===== src/rtl/aud_clk_pkg.sv =====
package aud_clk_pkg;
  localparam int ROOT_W = 10;
  localparam int BITS_W = 7;
  localparam int HALF_W = 5;
  localparam int PSR_W  = 6;
  localparam int LEN_W  = 5;

  typedef struct packed {
    logic              slave;
    logic [ROOT_W-1:0] root;
    logic [BITS_W-1:0] bits;
    logic [HALF_W-1:0] half;
    logic [PSR_W-1:0]  div_m1;
  } clk_cfg_t;

  function automatic logic [ROOT_W-1:0] root_of(input logic [1:0] sel);
    case (sel)
      2'd1:    return ROOT_W'(512);
      2'd2:    return ROOT_W'(384);
      2'd3:    return ROOT_W'(768);
      default: return ROOT_W'(256);
    endcase
  endfunction

  function automatic logic [BITS_W-1:0] bits_of(input logic [1:0] sel);
    case (sel)
      2'd1:    return BITS_W'(48);
      2'd2:    return BITS_W'(16);
      2'd3:    return BITS_W'(24);
      default: return BITS_W'(32);
    endcase
  endfunction

  function automatic logic [LEN_W-1:0] len_of(input logic [1:0] sel);
    case (sel)
      2'd1:    return LEN_W'(8);
      2'd2:    return LEN_W'(24);
      default: return LEN_W'(16);
    endcase
  endfunction
endpackage


===== src/rtl/aud_clk_cfg.sv =====
module aud_clk_cfg
  import aud_clk_pkg::*;
(
  input  logic             clk,
  input  logic             rst_n,
  input  logic             run,
  input  logic             slave_i,
  input  logic [1:0]       root_sel,
  input  logic [1:0]       bit_sel,
  input  logic             root_auto,
  input  logic             bit_auto,
  input  logic [1:0]       len_sel,
  input  logic             psr_en,
  input  logic [PSR_W-1:0] psr_div,
  output clk_cfg_t         cfg_q,
  output logic             running,
  output logic             start_master,
  output logic             err_q
);
  logic [LEN_W-1:0]  len_live;
  logic [BITS_W-1:0] bits_live;
  logic [ROOT_W-1:0] root_live;
  logic [ROOT_W-1:0] den;
  logic              err_live;
  clk_cfg_t          live;
  clk_cfg_t          eff;
  logic              err_eff;
  logic              go;

  always_comb begin
    len_live  = len_of(len_sel);
    bits_live = bit_auto ? BITS_W'({len_live, 1'b0}) : bits_of(bit_sel);
    if (root_auto)
      root_live = (bits_live == BITS_W'(16) || bits_live == BITS_W'(32)) ?
                  ROOT_W'(256) : ROOT_W'(384);
    else
      root_live = root_of(root_sel);
    den = ROOT_W'({bits_live, 1'b0});
    err_live = ((len_live == LEN_W'(24)) &&
                (root_live == ROOT_W'(256) || root_live == ROOT_W'(512))) ||
               ((root_live % den) != '0);
    live.slave  = slave_i;
    live.root   = root_live;
    live.bits   = bits_live;
    live.half   = HALF_W'(root_live / den);
    live.div_m1 = psr_en ? psr_div : '0;
    eff     = running ? cfg_q : live;
    err_eff = running ? err_q : err_live;
    go      = run && (eff.slave || !err_eff);
    start_master = go && !running && !eff.slave;
  end

  always_ff @(posedge clk or negedge rst_n) begin
    if (!rst_n) begin
      cfg_q   <= '0;
      err_q   <= 1'b0;
      running <= 1'b0;
    end else begin
      cfg_q   <= eff;
      err_q   <= err_eff;
      running <= go;
    end
  end

  AST_CFG_HELD_WHILE_RUNNING: assert property (@(posedge clk) disable iff (!rst_n)
    running && $past(running) |-> $stable(cfg_q));
  AST_ERR_NEVER_RUNS: assert property (@(posedge clk) disable iff (!rst_n)
    err_q && !cfg_q.slave |-> !running);
endmodule


===== src/rtl/aud_clk_prescale.sv =====
module aud_clk_prescale
  import aud_clk_pkg::*;
(
  input  logic             clk,
  input  logic             rst_n,
  input  logic             en,
  input  logic [PSR_W-1:0] div_m1,
  output logic             tick
);
  logic [PSR_W-1:0] cnt;

  assign tick = en && (cnt == div_m1);

  always_ff @(posedge clk or negedge rst_n) begin
    if (!rst_n)    cnt <= '0;
    else if (!en)  cnt <= '0;
    else if (tick) cnt <= '0;
    else           cnt <= cnt + PSR_W'(1);
  end

  AST_TICK_SPACING: assert property (@(posedge clk) disable iff (!rst_n)
    tick && (div_m1 != '0) |=> !tick);
endmodule


===== src/rtl/aud_clk_divider.sv =====
module aud_clk_divider
  import aud_clk_pkg::*;
(
  input  logic              clk,
  input  logic              rst_n,
  input  logic              en,
  input  logic              start,
  input  logic              tick,
  input  logic [HALF_W-1:0] half,
  input  logic [BITS_W-1:0] bits,
  output logic              bclk,
  output logic              lrclk,
  output logic              frame_start
);
  logic [HALF_W-1:0] half_cnt;
  logic [BITS_W-1:0] bit_cnt;
  logic [BITS_W-1:0] nb;

  always_comb begin
    nb = (bit_cnt == bits - BITS_W'(1)) ? '0 : bit_cnt + BITS_W'(1);
  end

  always_ff @(posedge clk or negedge rst_n) begin
    if (!rst_n) begin
      half_cnt    <= '0;
      bit_cnt     <= '0;
      bclk        <= 1'b0;
      lrclk       <= 1'b0;
      frame_start <= 1'b0;
    end else if (!en) begin
      half_cnt    <= '0;
      bit_cnt     <= '0;
      bclk        <= 1'b0;
      lrclk       <= 1'b0;
      frame_start <= start;
    end else begin
      frame_start <= 1'b0;
      if (tick) begin
        if (half_cnt == half - HALF_W'(1)) begin
          half_cnt <= '0;
          bclk     <= ~bclk;
          if (bclk) begin
            bit_cnt     <= nb;
            lrclk       <= (nb >= (bits >> 1));
            frame_start <= (nb == '0);
          end
        end else begin
          half_cnt <= half_cnt + HALF_W'(1);
        end
      end
    end
  end

  AST_FRAME_IN_LEFT: assert property (@(posedge clk) disable iff (!rst_n)
    frame_start |-> !lrclk);
  AST_BCLK_ONLY_ON_TICK: assert property (@(posedge clk) disable iff (!rst_n)
    en && $past(en) && !$past(tick) |-> $stable(bclk));
endmodule


===== src/rtl/aud_clk_gen.sv =====
module aud_clk_gen
  import aud_clk_pkg::*;
(
  input  logic             clk_src,
  input  logic             rst_n,
  input  logic             run,
  input  logic             slave_mode,
  input  logic [1:0]       root_sel,
  input  logic [1:0]       bit_sel,
  input  logic             root_auto,
  input  logic             bit_auto,
  input  logic [1:0]       len_sel,
  input  logic             psr_en,
  input  logic [PSR_W-1:0] psr_div,
  input  logic             ext_bclk,
  input  logic             ext_lrclk,
  output logic             root_en,
  output logic             bclk,
  output logic             lrclk,
  output logic             frame_start,
  output logic             cfg_err
);
  clk_cfg_t cfg_q;
  logic     running;
  logic     start_master;
  logic     master_en;
  logic     tick;
  logic     bclk_m, lrclk_m, fs_m;
  logic     lr_q, fs_s;

  aud_clk_cfg u_cfg (
    .clk(clk_src), .rst_n(rst_n), .run(run), .slave_i(slave_mode),
    .root_sel(root_sel), .bit_sel(bit_sel), .root_auto(root_auto),
    .bit_auto(bit_auto), .len_sel(len_sel), .psr_en(psr_en),
    .psr_div(psr_div), .cfg_q(cfg_q), .running(running),
    .start_master(start_master), .err_q(cfg_err)
  );

  assign master_en = running && !cfg_q.slave;

  aud_clk_prescale u_psr (
    .clk(clk_src), .rst_n(rst_n), .en(master_en),
    .div_m1(cfg_q.div_m1), .tick(tick)
  );

  aud_clk_divider u_div (
    .clk(clk_src), .rst_n(rst_n), .en(master_en), .start(start_master),
    .tick(tick), .half(cfg_q.half), .bits(cfg_q.bits),
    .bclk(bclk_m), .lrclk(lrclk_m), .frame_start(fs_m)
  );

  always_ff @(posedge clk_src or negedge rst_n) begin
    if (!rst_n) begin
      lr_q <= 1'b0;
      fs_s <= 1'b0;
    end else begin
      lr_q <= ext_lrclk;
      fs_s <= running && cfg_q.slave && lr_q && !ext_lrclk;
    end
  end

  assign root_en     = tick;
  assign bclk        = cfg_q.slave ? ext_bclk  : bclk_m;
  assign lrclk       = cfg_q.slave ? ext_lrclk : lrclk_m;
  assign frame_start = cfg_q.slave ? fs_s      : fs_m;

  AST_SLAVE_NO_ROOT: assert property (@(posedge clk_src) disable iff (!rst_n)
    cfg_q.slave |-> !root_en);
  AST_NO_TICK_IDLE: assert property (@(posedge clk_src) disable iff (!rst_n)
    !running |-> !root_en);
endmodule


===== config.mk =====
export PLATFORM = sky130hd
export DESIGN_NAME = aud_clk_gen
export DESIGN_NICKNAME = d
export VERILOG_FILES = /design/src/rtl/aud_clk_pkg.sv /design/src/rtl/aud_clk_cfg.sv /design/src/rtl/aud_clk_prescale.sv /design/src/rtl/aud_clk_divider.sv /design/src/rtl/aud_clk_gen.sv
export SDC_FILE = /design/constraint.sdc
export NUM_CORES = 1
export LEC_CHECK = 0
export ABC_AREA = 1
export BUFFER_PORTS_ARGS = -buffer_cell sky130_fd_sc_hd__buf_4
export CAP_MARGIN = 25
export CORE_ASPECT_RATIO = 1.5
export CORE_MARGIN = 5
export CORE_UTILIZATION = 45
export DETAILED_ROUTE_END_ITERATION = 8
export PLACE_DENSITY = 0.72
export SYNTH_ARGS = -nofsm -noshare
export SYNTH_HDL_FRONTEND = slang
export SYNTH_SLANG_ARGS = --single-unit

===== constraint.sdc =====
create_clock -name clk_src -period 3.3 [get_ports clk_src]
set_clock_uncertainty 0.05 [all_clocks]
set_input_delay 0.33 -clock clk_src [delete_from_list [all_inputs] [get_ports clk_src]]
set_output_delay 0.33 -clock clk_src [all_outputs]
set_load 0.01 [all_outputs]

Word level (Yosys, flattened, before mapping)
Cells that the tools add are included.
- flip-flop bits (word level): 54
- input bits: 21
- output and inout bits: 5
- word-level logic and storage cells: 98
- add/sub/neg operators: 5
- divide/modulo/power cells: 2
- $lt $le $gt $ge: 1
- equality and inequality tests: 19
- muxes and demuxes: 33
- bitwise logic cells: 1
- reduce and logical (&&, ||, !) cells: 22
- operator list (kind ; count):
    7-bit two-way mux ; 5
    10-bit case mux with 3 select lines ; 1
    29-bit two-way mux ; 1
    6-bit two-way mux ; 4
    6-bit case mux with 3 select lines ; 1
    1-bit two-way mux ; 15
    5-bit two-way mux ; 3
    10-bit by 8-bit divider with 10-bit output ; 1
    10-bit equality test, second input constant ; 1
    10-bit by 9-bit equality test with 1-bit output, second input constant ; 1
    2-bit equality test, second input constant ; 5
    10-bit by 8-bit modulo with 10-bit output ; 1
    10-bit two-way mux ; 1
    5-bit case mux with 2 select lines ; 1
    10-bit nonzero test ; 1
    1-bit logical AND ; 9
    8-bit two-way mux ; 1
    7-bit by 1-bit adder with 7-bit output, second input constant ; 1
    7-bit by 5-bit equality test with 1-bit output, second input constant ; 1
    7-bit by 6-bit equality test with 1-bit output, second input constant ; 1
    7-bit equality test ; 1
    7-bit by 6-bit greater-or-equal comparator with 1-bit output ; 1
    7-bit zero test ; 1
    7-bit by 1-bit subtractor with 7-bit output, second input constant ; 1
    13 further kinds ; 24

Depth between registers and ports, before layout
Gate-level depths: netlist (run 1).
- depth after elaboration: 18
- gate-level depth with buffers: 53
- gate-level depth less buffers: 53

By module
From an unflattened synthesis (run 1), not the netlist that was laid out.
- cells, all modules: 545
- area, all modules: 3748.6 um^2
- by module, submodules not included (module ; instances ; cells an instance ; area an instance (um^2) ; seq. area each (um^2)):
    aud_clk_cfg ; 1 ; 265 ; 1929.4 ; 500.5
    aud_clk_divider ; 1 ; 200 ; 1320.0 ; 375.4
    aud_clk_prescale ; 1 ; 62 ; 389.1 ; 150.1
    aud_clk_gen ; 1 ; 18 ; 110.1 ; 50.0

Worst setup path after synthesis (run 1)
OpenSTA, ideal clock, no wires.
- path kind: input-to-reg
- from: in bit_auto
- to: reg u_div.frame_start
- setup time: 0.065 ns
- arrival: 5.995 ns
- setup slack: -2.810 ns
- stages: 50
- path buffers: 0
- cell sequence: inv_2 nand3_2 ha_1 nand2_1 nand2_1 inv_1 ha_1 nand2_1 nand3_1 nand3b_1 nand2_1 ha_1 nand2_1 nand3_1 nand2_1 nand2_1 inv_2 nand2_1 [... 14 more ...] inv_1 o21ai_1 o21ai_1 inv_1 ha_1 inv_1 a21oi_1 nor2_1 inv_1 nand3_1 nand2_1 inv_1 nand2_1 nor2_2 nand3_2 nand3_2 nand3_2 nand2_1
- longest elaborated chain between the ends: 16
- elaborated cells between the ends (all ways): 20
- ends and longest elaborated chain (element ; line ; source):
    from (decl) ; aud_clk_gen.sv:11 ; input logic bit_auto,
    6-bit two-way mux (*) ; aud_clk_cfg.sv:32 ; bits_live = bit_auto ? BITS_W'({len_live, 1'b0}) : bits_of(bit_sel);
    branches (longest 7 deep; another with 10-bit by 8-bit modulo with 10-bit output) ; -- ;
    1-bit logical OR (*) ; aud_clk_cfg.sv:40 ; (root_live == ROOT_W'(256) || root_live == ROOT_W'(512))) ||
    1-bit two-way mux (*) ; aud_clk_cfg.sv:48 ; err_eff = running ? err_q : err_live;
    1-bit zero test (*) ; aud_clk_cfg.sv:49 ; go = run && (eff.slave || !err_eff);
    1-bit logical OR (*) ; aud_clk_cfg.sv:49 ;
    1-bit logical AND (*) ; aud_clk_cfg.sv:49 ;
    1-bit logical AND (*) (2 in series) ; aud_clk_cfg.sv:50 ; start_master = go && !running && !eff.slave;
    1-bit two-way mux (*) ; aud_clk_divider.sv:30 ; end else if (!en) begin
    to (signal assigned) ; aud_clk_divider.sv:35 ; frame_start <= start;
    to (signal assigned) ; aud_clk_divider.sv:45 ; frame_start <= (nb == '0);
    to (decl) ; aud_clk_divider.sv:13 ; output logic frame_start
Every way passes the cells marked *.
A chain may end at the register's enable or synchronous reset.

Worst setup path after layout (run 1)
- from: in len_sel[0]
- to: reg u_cfg.running
- longest elaborated chain between the ends: 15
- elaborated cells between the ends (all ways): 21
- ends and longest elaborated chain (element ; line ; source):
    from (decl) ; aud_clk_gen.sv:12 ; input logic [1:0] len_sel,
    2-bit equality test / 2-bit by 1-bit equality test with 1-bit output (equally long branches) ; aud_clk_pkg.sv:35 ; case (sel)
    5-bit case mux with 2 select lines (*) ; aud_clk_pkg.sv:35 ;
    branches (longest 8 deep; another with 10-bit by 8-bit modulo with 10-bit output) ; -- ;
    1-bit logical OR (*) ; aud_clk_cfg.sv:40 ;
    1-bit two-way mux (*) ; aud_clk_cfg.sv:48 ;
    1-bit zero test (*) ; aud_clk_cfg.sv:49 ;
    1-bit logical OR (*) ; aud_clk_cfg.sv:49 ;
    1-bit logical AND (*) ; aud_clk_cfg.sv:49 ;
    named net u_cfg.go ; aud_clk_cfg.sv:28 ; logic go;
    to (signal assigned) ; aud_clk_cfg.sv:61 ; running <= go;
    to (decl) ; aud_clk_cfg.sv:16 ; output logic running,
Mark *: on every way through the listed nets, which the timed path passes.

==> impl_metrics.ini, run 1 <==
[critical_path]
path_class = in -> reg
crit_buf_inv = 11
cpMaxStageDelayCell = ha_4
critical_path.most_common_cell = nand2_2
path_max_fanout = 5
cp.required_ns = 3.44
cp_top_family = simple AND/OR/NAND/NOR gates
slowest_delay_ns = 0.29
r2r-end = u_div.lrclk
cp-end-kind = flop
ff2ff_path_depth = 15
crit_arrival_ns = 5.54
worst_setup_path_start_kind = input pin
reg2reg_slack_ns = 0.59
rr_startpoint = u_div.bit_cnt[1]

[clocking]
cts_sinks = 40
root_buffer = clkbuf_8
cts_buffers = 5
cts_tree = done
clockBufferDepth = 2
clock_latency_ns = 0.29
path_clk_slew_ns = 0.07
cts.htree.levels = 2

[drt]
wl_met1_um = 3208
routedWlPerCell_um = 13.95
vias_per_cell = 5.216
drc = 0
drt_iter0_drc = 154
routed-via-count = 3239
detail-route-antenna-nets = 0
wirelength_um = 8660
highest_layer = met4
wl_met2_um = 4837
dr_wl_met3_um = 243
drtPass1Iterations = 4

[synth]
netlist.area_leader.share_pct = 31.37
syn_area_per_cell_um2 = 7.543
synth_cells = 423
ys_top_cells_by_count = nand2_1, inv_1, dfrtp_1
yosysWarnings = 0
ys_seq_area_share_pct = 31.37
synth_top_flop_cell = dfrtp_1
synthesis.nets = 470
ys_ff_latch = 40
yosysTopAreaCell = dfrtp_1
synth-edff-count = 0
ys_types = 40
syn_area_um2 = 3191
synth.most_common_cell = nand2_1
ys_top_cells_by_area = dfrtp_1, nand2_1, ha_1, inv_1, nand3_1
postSynth.asyncResetShare_pct = 100.0

[timing]
finalCritPeriodShare_pct = 163.6
final.setup.tns_ns = -9.907
hold_viol_final = 0
finalSetupViolations = 6
max_freq_mhz = 185.2
timing.final.crit_period_ns = 5.400
maxSlewViolCount = 0
grt_setup_unrepaired = yes
setup_ws_ns = -2.100
tightest_slew_ns = 0.5114
slew_headroom_pct = 65.64

[die]
fp.dieArea_um2 = 8909
die_y_um = 113.1
die_x_um = 78.75
core_um2 = 6898
start_util_pct = 46.25
fp-row-count = 37
ios = 26

[final_layout]
nFillCells = 516
nets = 590
final_layout_size_suffix_gt1_share_pct = 42.91
seq_area_um2 = 1001
antenna_cells = 0
multi_input_area_um2 = 2288
syn2layout_area_growth_pct = 46.67

[hold_path]
worstHoldStart = ext_lrclk
hold_depth = 1
hold_path_end = lr_q
hp-class = in -> reg

[global_route]
antenna_found_initial = 0
grtUsageTotal_pct = 19.86
grt_overflow_total = 0
grt_pass1_wl_um = 14470
grt_max_degree = 41
first_global_vias = 3386

[power]
powerDensity_nw_per_um2 = 634.1
cellLeakagePower_uw = 0.002330
vdd_drop_max_mv = 0.3495
finalPower_uw = 2967

[place]
gp_congestion = 0.8278
dp_hpwl_um = 5931
port_buffers = 25
preCtsSetupSlack_ns = -2.597

[status]
violations = negative setup slack
outcome = complete, but fails checks

[job]
cap_viol_max_count = 0
[timing repair]
item / CTS / global route
resized for setup: 36 / 34
cloned: 0 / 0
endpoints found under the setup margin: 6 / 6
buffers inserted: 32 / 7
pin swaps: 44 / 12
hold buffers: 1 / 0
endpoints found under the hold margin: 40 / 0
[cell type report]
class | instances | share of cell area, %
well taps | 78 | 2.086
inverters | 69 | 6.070
repair buffers | 117 | 19.89
multi-input cells | 310 | 48.90
clock buffers | 6 | 1.551
flip-flops and latches | 40 | 21.39
clock inverters | 1 | 0.1070
[cells in the final DEF (no fill, tap or decap), types with 2 or more instances in the layout]
| cell | instances |
|---|---|
| a21oi_1 | 10 |
| a21oi_2 | 2 |
| buf_4 | 106 |
| buf_6 | 8 |
| clkbuf_8 | 5 |
| dfrtp_1 | 40 |
| ha_1 | 13 |
| ha_4 | 11 |
| inv_1 | 51 |
| inv_2 | 11 |
| inv_4 | 5 |
| nand2_1 | 67 |
| nand2_2 | 28 |
| nand2_4 | 11 |
| nand3_1 | 25 |
| nand3_2 | 13 |
| nand3_4 | 3 |
| nand3b_1 | 4 |
| nand4_1 | 5 |
| nor2_1 | 23 |
| nor2_2 | 4 |
| nor2_4 | 7 |
| nor3_1 | 6 |
| nor4_1 | 3 |
| o21ai_0 | 21 |
| o21ai_2 | 6 |
| o22ai_1 | 4 |
| or2_1 | 2 |
| xnor2_1 | 10 |
| xor2_1 | 14 |
[sequential cells by signal, summed over array words and instances (netlist names)]
name	cells
u_psr.cnt	6
u_cfg.err_q	1
lr_q	1
u_div.half_cnt	5
u_cfg.running	1
u_div.lrclk	1
u_cfg.cfg_q	15
u_div.bit_cnt	7
u_div.bclk	1
u_div.frame_start	1
fs_s	1
[where the power goes]
part | total, uW | internal, uW | switching [uW]
Sequential | 623 | 562 | 61.1
Clock | 307 | 144 | 164
Combinational | 2040 | 969 | 1070
[per-layer routing]
layer | track usage, % | vias to the layer above
met5 | 0 | -
met3 | 2.627 | 32
met2 | 38.80 | 70
met1 | 20.43 | 1530
li1 | - | 1607
met4 | 8.751 | 0
[metrics by stage]
step	cell area [um^2]	cells	util [%]	hold WS (ns)
after floorplan	3351	423	-	-0.01559
after global placement	4019	575	58.26	0.2752
after detailed placement	4019	575	58.26	0.2779
after CTS	4493	615	65.14	0.1112
after global routing	4679	621	67.84	0.1044
final	4679	621	67.84	0.1157
[cell families after synthesis]
logic type	after synthesis	share of synthesized area (%)
adder cells (fa/ha/maj)	26	10.43
XOR/XNOR	25	6.863
AND/OR/NAND/NOR	205	32.82
flip-flops	40	31.37
multiplexers	1	0.3529
buffers and inverters	73	8.588
AO/OA/AOI/OAI	53	9.569
[worst max path at each step]
stage,cells after the start,startpoint,slack [ns],to
CTS,49,len_sel[0],-1.91,u_div.frame_start
detailed placement,53,len_sel[0],-2.60,u_div.frame_start
global placement,51,len_sel[1],-2.42,u_div.frame_start
finish,49,len_sel[0],-2.10,u_cfg.running
floorplan,51,bit_auto,-2.35,u_div.frame_start
global route,53,len_sel[0],-2.44,u_cfg.running
Note: power is estimated with default switching activity, not from simulation.
==> run 2: changes to the inputs <==
--- a/config.mk
+++ b/config.mk
@@ -13,6 +13,7 @@
 export CORE_UTILIZATION = 45
 export DETAILED_ROUTE_END_ITERATION = 8
 export PLACE_DENSITY = 0.72
+export RECOVER_POWER = 25
 export SYNTH_ARGS = -nofsm -noshare
 export SYNTH_HDL_FRONTEND = slang
 export SYNTH_SLANG_ARGS = --single-unit
==> impl_metrics.ini, run 2 (synthesis gave the netlist of run 1 again) <==
[critical_path]
path_class = in -> reg
cp.required_ns = 3.44
r2r-end = u_div.lrclk
ff2ff_path_depth = 15
startpoint = len_sel[0]
worst_setup_path_start_kind = input pin
cpMaxStageDelayCell = ha_4
crit_arrival_ns = 5.54
cp-end-kind = flop
path_max_fanout = 5
critical_path.most_common_cell = nand2_2
endpoint = u_cfg.running
slowest_delay_ns = 0.29
reg2reg_slack_ns = 0.59
rr_startpoint = u_div.bit_cnt[1]

[drt]
routedWlPerCell_um = 13.96
drtPass1Iterations = 4
drt_iter0_drc = 154
wirelength_um = 8670
drc = 0
vias_per_cell = 5.219
routed-via-count = 3241
detail-route-antenna-nets = 0

[clocking]
cts.htree.levels = 2
cts_tree = done
path_clk_slew_ns = 0.07
clock_latency_ns = 0.29
cts_buffers = 5
clockBufferDepth = 2
root_buffer = clkbuf_8
cts_sinks = 40

[global_route]
grtUsageTotal_pct = 19.86
grt_overflow_total = 0
first_global_vias = 3386
antenna_found_initial = 0
grt_max_degree = 41
grt_pass1_wl_um = 14470

[place]
dp_hpwl_um = 5931
port_buffers = 25
gp_congestion = 0.8278
placed_area_um2 = 4019

[final_layout]
regMostFlops = u_cfg.cfg_q
seq_area_um2 = 1001
layout_common_cells = buf_4, nand2_1, inv_1, dfrtp_1, nand2_2
final_layout_size_suffix_gt1_share_pct = 42.54
nFillCells = 520
largest_reg_flops = 15
nets = 590
mostFrequentLayoutCell = buf_4
antenna_cells = 0
syn2layout_area_growth_pct = 46.43
multi_input_area_um2 = 2288
reg_top3 = u_cfg.cfg_q (15), u_div.bit_cnt (7), u_psr.cnt (6)
fin_area_um2 = 4672

[die]
start_util_pct = 46.25
fp.dieArea_um2 = 8909
die_x_um = 78.75
core_um2 = 6898
fp-row-count = 37
ios = 26
die_y_um = 113.1

[timing]
maxSlewViolCount = 41
timing.final.crit_period_ns = 5.399
grt_setup_unrepaired = yes
tightest_slew_ns = 2.132
finalSetupViolations = 6
max_freq_mhz = 185.2
final.setup.tns_ns = -9.906
slew_headroom_pct = -42.16
hold_viol_final = 0
setup_ws_ns = -2.099
finalCritPeriodShare_pct = 163.6

[power]
finalPower_uw = 2966
vdd_drop_max_mv = 0.3495
powerDensity_nw_per_um2 = 634.9
cellLeakagePower_uw = 0.002323

[status]
outcome = complete, but fails checks
violations = max-capacitance violations, max-slew violations, negative setup slack

[job]
cap_viol_max_count = 1

[hold_path]
hp-class = in -> reg
hold_depth = 1
[run 2: cell types whose count changed in the layout (fill, tap and decap cells not counted)]
cell	delta
buf_4	-2
clkbuf_1	+2
[run 2: per-stage QoR]
stage / cells / util [%] / worst slack (ns) / hold slack (ns)
floorplan: 423 / - / -2.353 / -0.01559
global placement: 575 / 58.26 / -2.416 / 0.2752
finish: 621 / 67.73 / -2.099 / 0.1379
global route: 621 / 67.73 / -2.437 / 0.1344
CTS: 615 / 65.14 / -1.908 / 0.1112
detailed placement: 575 / 58.26 / -2.597 / 0.2779
[run 2: worst min-delay path by stage]
| stage | start | endpoint |
|---|---|---|
| global route | ext_lrclk | lr_q |
| floorplan | rst_n | fs_s |
| detailed placement | rst_n | u_cfg.cfg_q[0] |
| CTS | ext_lrclk | lr_q |
| global placement | rst_n | u_cfg.cfg_q[0] |
| finish | ext_lrclk | lr_q |
[run 2: per-layer routing]
metal  track usage (%)  up-vias  part of all wire (%)
met1             20.43     1528                    37
met2             38.80       74                    56
li1                  -     1607                     -
met5                 0        -                     0
met3             2.627       32                   2.9
met4             8.751        0                   4.3
[run 2: where the power goes]
part           leakage (uW)  switching (uW)  internal [uW]
clock             0.0000410             164            144
combinational       0.00176            1070            968
sequential         0.000524            61.0            562
[run 2: worst max-delay path: cells and delay by family]
kind | cells | cell delay (ns)
buffers and inverters | 11 | 0.69
AND/OR/NAND/NOR | 28 | 2.45
adder cells (fa/ha/maj) | 7 | 1.69
AO/OA/AOI/OAI | 3 | 0.34
[run 2: final cells by class]
| cell class | instances | share of cell area (%) |
|---|---|---|
| multi-input combinational | 310 | 48.98 |
| sequential | 40 | 21.42 |
| timing repair buffer | 117 | 19.76 |
| inverter | 69 | 6.079 |
| tap | 78 | 2.089 |
| clock buffer | 6 | 1.553 |
| clock inverter | 1 | 0.1071 |
[run 2: what timing repair did]
item / CTS / global route
buffers inserted: 32 / 7
pin swaps: 44 / 12
hold buffers: 1 / 0
gates resized for setup: 36 / 34
setup endpoints to repair: 6 / 6
endpoints found under the hold margin: 40 / 0
